`src/rtl/dmaRegPkg.sv`:
```
package dmaRegPkg;
  localparam int CH_NUM  = 4;
  localparam int CH_W    = $clog2(CH_NUM);
  localparam int BUS_W   = 8;
  localparam int REG_W   = 16;
  localparam int MODE_W  = BUS_W - CH_W;
  localparam int ADDR_W  = 4;
  localparam int TC_W    = CH_NUM;

  localparam logic [ADDR_W-1:0] OFS_CMD     = 4'h8;
  localparam logic [ADDR_W-1:0] OFS_REQ     = 4'h9;
  localparam logic [ADDR_W-1:0] OFS_MASKONE = 4'hA;
  localparam logic [ADDR_W-1:0] OFS_MODE    = 4'hB;
  localparam logic [ADDR_W-1:0] OFS_FFCLR   = 4'hC;
  localparam logic [ADDR_W-1:0] OFS_MCLR    = 4'hD;
  localparam logic [ADDR_W-1:0] OFS_UNMASK  = 4'hE;
  localparam logic [ADDR_W-1:0] OFS_MASKALL = 4'hF;

  typedef enum logic [1:0] {
    RD_ZERO = 2'd0,
    RD_REG  = 2'd1,
    RD_STAT = 2'd2
  } rdSel_e;

  typedef struct packed {
    logic            regWr;
    logic            regRd;
    logic            isCount;
    logic [CH_W-1:0] ch;
    logic            hiByte;
    logic            modeWr;
    logic            maskOneWr;
    logic            maskAllWr;
    logic            maskClr;
    logic            masterClr;
    logic            cmdWr;
    logic            statRd;
    rdSel_e          rdSel;
  } strobe_t;
endpackage

```
`src/rtl/dmaRegCtrl.sv`:
```
module dmaRegCtrl
  import dmaRegPkg::*;
#(
  parameter int AW = ADDR_W
) (
  input  logic          clk,
  input  logic          rst_n,
  input  logic [AW-1:0] ioAddr,
  input  logic          ioWr,
  input  logic          ioRd,
  output strobe_t       stb
);
  logic bytePtr;
  logic ffClr;
  logic inRegWin;
  logic rdEn;

  assign inRegWin = ~ioAddr[AW-1];
  assign rdEn     = ioRd & ~ioWr;

  always_comb begin
    stb         = '0;
    ffClr       = 1'b0;
    stb.ch      = ioAddr[CH_W:1];
    stb.isCount = ioAddr[0];
    stb.hiByte  = bytePtr;
    stb.regWr   = ioWr & inRegWin;
    stb.regRd   = rdEn & inRegWin;
    stb.rdSel   = RD_ZERO;
    if (ioWr && !inRegWin) begin
      case (ioAddr)
        OFS_CMD:     stb.cmdWr     = 1'b1;
        OFS_MASKONE: stb.maskOneWr = 1'b1;
        OFS_MODE:    stb.modeWr    = 1'b1;
        OFS_FFCLR:   ffClr         = 1'b1;
        OFS_MCLR:    stb.masterClr = 1'b1;
        OFS_UNMASK:  stb.maskClr   = 1'b1;
        OFS_MASKALL: stb.maskAllWr = 1'b1;
        default:     ;
      endcase
    end
    if (rdEn) begin
      if (inRegWin) begin
        stb.rdSel = RD_REG;
      end else if (ioAddr == OFS_CMD) begin
        stb.rdSel  = RD_STAT;
        stb.statRd = 1'b1;
      end
    end
  end

  always_ff @(posedge clk or negedge rst_n) begin
    if (!rst_n) begin
      bytePtr <= 1'b0;
    end else if (ffClr || stb.masterClr) begin
      bytePtr <= 1'b0;
    end else if (stb.regWr || stb.regRd) begin
      bytePtr <= ~bytePtr;
    end
  end


  one_write_strobe_chk: assert property (@(posedge clk) disable iff (!rst_n)
    $onehot0({stb.regWr, stb.cmdWr, stb.maskOneWr, stb.modeWr, ffClr,
              stb.masterClr, stb.maskClr, stb.maskAllWr}));


  ptr_toggle_chk: assert property (@(posedge clk) disable iff (!rst_n)
    ((stb.regWr || stb.regRd) && !ffClr && !stb.masterClr)
      |=> (bytePtr != $past(bytePtr)));


  ptr_clear_chk: assert property (@(posedge clk) disable iff (!rst_n)
    ffClr |=> !bytePtr);


  ptr_hold_chk: assert property (@(posedge clk) disable iff (!rst_n)
    (!ioWr && ioRd && !inRegWin) |=> $stable(bytePtr));
endmodule

```
`src/rtl/dmaRegPath.sv`:
```
module dmaRegPath
  import dmaRegPkg::*;
#(
  parameter int NCH = CH_NUM,
  parameter int BW  = BUS_W,
  parameter int RW  = REG_W,
  parameter int MW  = MODE_W
) (
  input  logic            clk,
  input  logic            rst_n,
  input  strobe_t         stb,
  input  logic [BW-1:0]   wrData,
  input  logic [NCH-1:0]  tcIn,
  output logic [BW-1:0]   rdData,
  output logic [NCH*RW-1:0] baseAddr,
  output logic [NCH*RW-1:0] baseCount,
  output logic [NCH*MW-1:0] chanMode,
  output logic [NCH-1:0]  chanMask,
  output logic [BW-1:0]   cmdReg
);
  localparam int HALF = RW / 2;

  logic [RW-1:0]  addrReg [NCH];
  logic [RW-1:0]  cntReg  [NCH];
  logic [MW-1:0]  modeReg [NCH];
  logic [NCH-1:0] maskReg;
  logic [NCH-1:0] tcFlags;
  logic [BW-1:0]  cmdQ;
  logic [CH_W-1:0] dataCh;
  logic [RW-1:0]  selWord;
  logic [BW-1:0]  selByte;

  assign dataCh = wrData[CH_W-1:0];

  for (genvar g = 0; g < NCH; g++) begin : g_chan
    logic hitAddr;
    logic hitCnt;
    assign hitAddr = stb.regWr && !stb.isCount && (stb.ch == CH_W'(g));
    assign hitCnt  = stb.regWr &&  stb.isCount && (stb.ch == CH_W'(g));

    always_ff @(posedge clk or negedge rst_n) begin
      if (!rst_n) begin
        addrReg[g] <= '0;
      end else if (hitAddr) begin
        if (stb.hiByte) addrReg[g][RW-1:HALF] <= wrData;
        else            addrReg[g][HALF-1:0]  <= wrData;
      end
    end

    always_ff @(posedge clk or negedge rst_n) begin
      if (!rst_n) begin
        cntReg[g] <= '0;
      end else if (hitCnt) begin
        if (stb.hiByte) cntReg[g][RW-1:HALF] <= wrData;
        else            cntReg[g][HALF-1:0]  <= wrData;
      end
    end

    always_ff @(posedge clk or negedge rst_n) begin
      if (!rst_n) begin
        modeReg[g] <= '0;
      end else if (stb.masterClr) begin
        modeReg[g] <= '0;
      end else if (stb.modeWr && dataCh == CH_W'(g)) begin
        modeReg[g] <= wrData[BW-1:CH_W];
      end
    end

    assign baseAddr [g*RW +: RW] = addrReg[g];
    assign baseCount[g*RW +: RW] = cntReg[g];
    assign chanMode [g*MW +: MW] = modeReg[g];
  end

  always_ff @(posedge clk or negedge rst_n) begin
    if (!rst_n) begin
      maskReg <= '1;
    end else if (stb.masterClr) begin
      maskReg <= '1;
    end else if (stb.maskClr) begin
      maskReg <= '0;
    end else if (stb.maskAllWr) begin
      maskReg <= wrData[NCH-1:0];
    end else if (stb.maskOneWr) begin
      maskReg[dataCh] <= wrData[CH_W];
    end
  end

  always_ff @(posedge clk or negedge rst_n) begin
    if (!rst_n) begin
      cmdQ <= '0;
    end else if (stb.masterClr) begin
      cmdQ <= '0;
    end else if (stb.cmdWr) begin
      cmdQ <= wrData;
    end
  end

  always_ff @(posedge clk or negedge rst_n) begin
    if (!rst_n) begin
      tcFlags <= '0;
    end else if (stb.masterClr) begin
      tcFlags <= '0;
    end else begin
      tcFlags <= (stb.statRd ? '0 : tcFlags) | tcIn;
    end
  end

  always_comb begin
    selWord = stb.isCount ? cntReg[stb.ch] : addrReg[stb.ch];
    selByte = stb.hiByte ? selWord[RW-1:HALF] : selWord[HALF-1:0];
    case (stb.rdSel)
      RD_REG:  rdData = selByte;
      RD_STAT: rdData = BW'(tcFlags);
      default: rdData = '0;
    endcase
  end

  assign chanMask = maskReg;
  assign cmdReg   = cmdQ;


  master_clear_chk: assert property (@(posedge clk) disable iff (!rst_n)
    stb.masterClr |=> (maskReg == '1 && tcFlags == '0 && cmdQ == '0));


  unmask_all_chk: assert property (@(posedge clk) disable iff (!rst_n)
    (stb.maskClr && !stb.masterClr) |=> (maskReg == '0));


  status_clear_chk: assert property (@(posedge clk) disable iff (!rst_n)
    (stb.statRd && tcIn == '0) |=> (tcFlags == '0));


  tc_sticky_chk: assert property (@(posedge clk) disable iff (!rst_n)
    (!stb.masterClr && !stb.statRd) |=> ((tcFlags & $past(tcFlags)) == $past(tcFlags)));
endmodule

```
`src/rtl/dmaChanRegs.sv`:
```
module dmaChanRegs
  import dmaRegPkg::*;
#(
  parameter int NCH = CH_NUM,
  parameter int AW  = ADDR_W,
  parameter int BW  = BUS_W,
  parameter int RW  = REG_W,
  parameter int MW  = MODE_W
) (
  input  logic              clk,
  input  logic              rst_n,
  input  logic [AW-1:0]     ioAddr,
  input  logic [BW-1:0]     ioWrData,
  input  logic              ioWr,
  input  logic              ioRd,
  output logic [BW-1:0]     ioRdData,
  input  logic [NCH-1:0]    tcIn,
  output logic [NCH*RW-1:0] baseAddr,
  output logic [NCH*RW-1:0] baseCount,
  output logic [NCH*MW-1:0] chanMode,
  output logic [NCH-1:0]    chanMask,
  output logic [BW-1:0]     cmdReg
);
  strobe_t stb;

  dmaRegCtrl #(.AW(AW)) u_ctrl (
    .clk    (clk),
    .rst_n  (rst_n),
    .ioAddr (ioAddr),
    .ioWr   (ioWr),
    .ioRd   (ioRd),
    .stb    (stb)
  );

  dmaRegPath #(.NCH(NCH), .BW(BW), .RW(RW), .MW(MW)) u_path (
    .clk       (clk),
    .rst_n     (rst_n),
    .stb       (stb),
    .wrData    (ioWrData),
    .tcIn      (tcIn),
    .rdData    (ioRdData),
    .baseAddr  (baseAddr),
    .baseCount (baseCount),
    .chanMode  (chanMode),
    .chanMask  (chanMask),
    .cmdReg    (cmdReg)
  );
endmodule

```
`config.mk`:
```
export PLATFORM = sky130hd
export DESIGN_NAME = dmaChanRegs
export DESIGN_NICKNAME = d
export VERILOG_FILES = /design/src/rtl/dmaRegPkg.sv /design/src/rtl/dmaRegCtrl.sv /design/src/rtl/dmaRegPath.sv /design/src/rtl/dmaChanRegs.sv
export SDC_FILE = /design/constraint.sdc
export NUM_CORES = 1
export LEC_CHECK = 0
export BUFFER_PORTS_ARGS = -buffer_cell sky130_fd_sc_hd__buf_2
export CAP_MARGIN = 0
export CORE_UTILIZATION = 49
export DETAILED_ROUTE_END_ITERATION = 8
export MAX_ROUTING_LAYER = met4
export PLACE_DENSITY = 0.87
export SYNTH_ARGS = -nofsm -noshare
export SYNTH_HDL_FRONTEND = slang
export SYNTH_SLANG_ARGS = --single-unit
```
`constraint.sdc`:
```
create_clock -name clk -period 3.4 [get_ports clk]
set_input_delay 0.68 -clock clk [delete_from_list [all_inputs] [get_ports clk]]
set_output_delay 0.68 -clock clk [all_outputs]
set_load 0.005 [all_outputs]
```
# Word-level counts from Yosys, hierarchy flattened
# Cells that the tools add are included.
# classes
bitwise_logic	8
reduce_logical	44
mux	43
n_lt_le_gt_ge	3
n_eq_ne	15
# op_table
cell	count
2-to-1 mux 16 bit	5
binary-select mux 16 bit (select 2 bit)	2
2-to-1 mux 6 bit	9
AND reduction 2 bit	16
== test 4 bit, second input constant	7
2-to-1 mux 4 bit	6
2-to-1 mux 8 bit	3
logical AND 1 bit	16
case mux 8 bit (2 select lines)	1
2-to-1 mux 1 bit	12
nonzero test 2 bit	6
== test 2 bit, second input constant	5
== test 2 x 1 -> 1 bit, second input constant	3
2-to-1 mux 3 bit	2
bitwise mux 4 bit	1
logical NOT 2 bit	2
bitwise OR 4 bit	1
nonzero test 4 bit	1
bitwise AND 1 bit	3
>= comparator 3 bit, second input constant	1
< comparator 2 x 3 -> 1 bit, second input constant	1
inverter 1 bit	3
inverter 2 -> 3 bit	1
demux 1 bit (select 2 bit)	1
other kinds (4)	5
# word_totals
elab_cells	137
register_bits	169
input_bits	20
out_inout_bits	172

# Logic depth before layout (Yosys ltp)
# depth
word_depth	9
mapped_depth	10
mapped_depth_nobuf	8

# Cells and area by module
# Synthesis repeated with hierarchy kept, for this count alone.
# hier_totals
cells_unflattened	602
area_unflattened_um2	7930.1
# modules_own_cells
mod	cells_per_inst	area_each_um2	n_inst	seq_area_each_um2
dmaRegPath	573	7741.2	1	4209.0
dmaRegCtrl	29	188.9	1	25.0

# Worst setup path before layout
# OpenSTA, ideal clock, no wires.
# synth_path
path_kind	input to output
startpoint	in ioAddr[1]
endpoint	out ioRdData[7]
path_stages	8
arrival_ns	2.663
required_ns	2.720
n_path_buf	2
slack_ns	0.057
path_cell_list	buf_4 -> buf_2 -> nor3_4 -> nand4_1 -> inv_1 -> ha_1 -> or3b_2 -> o22ai_1
# synth_via
elab_chain_len	7
elab_cells_between_ends	16
classes_between	eq/ne: 3; mux: 12; bitwise: 1
# synth_rtl
item	line_no	source
start: declaration	dmaChanRegs.sv:12	input logic [AW-1:0] ioAddr,
inverter 2 -> 3 bit (implied by the code)	dmaRegPath.sv:109	selWord = stb.isCount ? cntReg[stb.ch] : addrReg[stb.ch];
binary-select mux 16 bit (select 2 bit)	dmaRegPath.sv:109	
2-to-1 mux 16 bit (implied by the code) (2 in a row)	dmaRegPath.sv:109	
2-to-1 mux 16 bit	dmaRegPath.sv:109	
2-to-1 mux 8 bit	dmaRegPath.sv:110	selByte = stb.hiByte ? selWord[RW-1:HALF] : selWord[HALF-1:0];
case mux 8 bit (2 select lines) (*)	dmaRegPath.sv:111	case (stb.rdSel)
end: declaration	dmaChanRegs.sv:16	output logic [BW-1:0] ioRdData,
# Every way passes the cells marked *; elsewhere a longest branch is shown, timed or not. The select of a mux whose other input is x is not followed.

# Worst setup path after layout
# layout_path
startpoint	in ioWr
endpoint	out ioRdData[7]
# layout_via
elab_chain_len	5
elab_cells_between_ends	6
classes_between	eq/ne: 2; mux: 2; bitwise: 2
# layout_rtl
item	line_no	source
start: declaration	dmaChanRegs.sv:14	input logic ioWr,
inverter 1 bit (*)	dmaRegCtrl.sv:19	assign rdEn = ioRd & ~ioWr;
bitwise AND 1 bit (*)	dmaRegCtrl.sv:19	
2-to-1 mux 3 bit (*)	dmaRegCtrl.sv:42	if (rdEn) begin
== test 2 bit or == test 2 x 1 -> 1 bit (tied branches)	dmaRegPath.sv:111	
case mux 8 bit (2 select lines) (*)	dmaRegPath.sv:111	
# Every way passes the cells marked *; elsewhere a longest branch is shown, timed or not.

==> metrics <==
CTS clk-pin slew, worst paths=0.06 ns; post-route setup slack=0.1701 ns; fin cells=973; # hold bufs at CTS=0; CP max-delay cell=or3b_2; worst slew pin tran=0.7399 ns; area delta synth->final=21.70%; IO buf count=191; crit path cell chain=buf_2 -> inv_4 -> or2b_1 -> ha_1 -> or3b_2 -> o22ai_1 -> buf_2; Crit path largest cell delay=0.59 ns; Worst Setup Path Type=input pin to output pin; Routed Antenna Nets=0; area leader, netlist=dfrtp_1; CTS tree=yes; reg2reg end=u_path.baseAddr[63]; Max Cap Viol=0; Synth top cells by count=165 x dfrtp_1, 127 x mux2_2, 28 x mux4_2; Rel. slew slack=50.45%; worst endpoint required time=2.72 ns; fmax=309.6 MHz; DRC Markers=0; sequential-to-total area share from yosys stat=52.64%; die height=130.1 µm; CTS max path bufs=2; flops & latches, synth=169; top cells by area, synth=dfrtp_1 51%, mux2_2 18%, mux4_2 7.8%; syn_area_per_cell=14.47 µm²; post-CTS resize count=0; Initial DRC Count=466; Multi-input gate area=0.003593 mm²; Post CTS Setup Buffer Count=0; Vias/cell=5.837; Worst R2R Start=u_ctrl.bytePtr; syn nets=579; Netlist cell types=50; Setup crit end kind=output pin; # rows=46; final core utilization=61.40%; hold crit path type=input pin to async pin; cell area after synthesis=0.008043 mm²; Routed WL=22150 µm; Async SR Flop Fraction=100.0%; Nets=767; die area=0.01693 mm²; Reg area=0.004234 mm²; Routed WL per cell=22.77 µm; worst skew pair latency=0.43 ns; GRT Total Usage=28.27%; CTS sink cnt=169; crit-path most repeated cell=buf_2; Final HPWL DP=15700 µm; I/O pin cnt=192; reg2reg setup slack=1.24 ns; CTS Buf Count=17; vias in the first global route=5680; crit path max fanout=6; RSZ-0062 raised after global routing=false; fin crit period=3.230 ns; layout cell share with drive strength beyond 1=57.99%; Startpoint Class=input pin; Post-Place Cells=941; WP data arrival=2.55 ns; Final Hold Fails=0; Leak Pwr=4.749 nW; initial antenna violation count=0; Syn. warnings=0; Slew Viols, Final=0; Placeable Area=0.01594 mm²; first-pass GRT wire length=33470 µm; Power Density=669.2 mW/mm²; Post-synth EDFFs=0; GP Congestion=0.9472; largest net degree at the start of global routing=75; hold_ws=0.2658 ns; Max IR drop VDD=0.5730 mV; detailed-router iteration count before antenna repair=5; Main synth FF type=dfrtp_1; Fin Clk Skew=0.006058 ns; Filler Cells Inserted=1228; starting density of the core=50.45%; CTS H-tree depth=4; Worst R2R Path Depth=3; setup_tns=0 ns; status=finished clean; Placement Setup Slack=0.2054 ns; n_diodes=0; Die Wd=130.1 µm; period utilisation layout=95.00%; Clock Tree Root=clkbuf_16; post-synth top area share=51.34%; Mapped Cells=556; Via Count=5679; most frequent cell after synthesis=dfrtp_1; grt total ovfl=0; Final setup viols=0
logic make-up (layout without fill, tap and decap cells):
| kind of cell | Yosys count | count (layout) | share of synthesized area, % |
|---|---|---|---|
| multiplexers | 199 | 199 | 32.23 |
| flip-flops | 169 | 169 | 52.64 |
| AND/OR/NAND/NOR | 92 | 92 | 7.514 |
| AO/OA/AOI/OAI | 51 | 51 | 4.465 |
| buffers and inverters | 42 | 243 | 2.676 |
| adder cells (fa/ha/maj) | 3 | 3 | 0.4668 |
critical path, delay by kind of cell:
kind	cells	cell delay [ns]
AOI/OAI and AO/OA	1	0.22
adders and majority gates	1	0.36
buffers and inverters	3	0.42
and+or+nand+nor	2	0.86
per-layer routing:
layer  routed length [µm]  track usage (%)  vias up
li1                     -                -     2422
met1                 9058            36.95     2966
met2                11160            44.52      257
met3                 1475            6.109       34
met4                  456            8.208        0
met5                    0                -        -
registers in the layout (all words and copies together) (netlist names):
| signal | count |
|---|---|
| u_ctrl.bytePtr | 1 |
| u_path.tcFlags | 4 |
| u_path.chanMode | 24 |
| u_path.cmdReg | 8 |
| u_path.baseAddr | 64 |
| u_path.chanMask | 4 |
| u_path.baseCount | 64 |
through the flow:
step / power (mW) / area, µm²
finish: 6.550 / 9788
global route: 6.848 / 9788
CTS: 6.589 / 9788
detailed placement: 4.729 / 9231
global placement: 4.654 / 9231
floorplan: 3.800 / 8043
layout make-up:
| cell class | count | area share [%] |
|---|---|---|
| Multi-Input combinational cell | 345 | 36.71 |
| Clock buffer | 19 | 4.423 |
| Inverter | 5 | 0.2173 |
| Sequential cell | 169 | 43.26 |
| Clock inverter | 13 | 1.266 |
| Timing Repair Buffer | 206 | 11.36 |
| Tap cell | 216 | 2.761 |
power by group:
part	internal, mW	switching (mW)
registers	2.55	0.424
clock network	1.02	0.821
logic	0.992	0.749
total	4.56	1.99
worst max path at each step:
stage,end,slack (ns),start
final,ioRdData[7],0.17,ioWr
after global routing,ioRdData[0],0.08,ioWr
after detailed placement,ioRdData[7],0.21,ioWr
after CTS,ioRdData[7],0.19,ioWr
after global placement,ioRdData[7],0.27,ioWr
after floorplan,ioRdData[7],0.06,ioAddr[1]
placed cells by master, fill, tap and decap left out, types with 12 or more instances in the layout:
cell type  instances
buf_2            190
nand3_1           14
a21oi_1           20
dfrtp_1          165
mux4_2            28
clkbuf_16         17
mux2_2           127
mux2_4            16
mux2i_1           19
buf_4             12
nand2_1           24
Power figures use the tool's default switching activity.
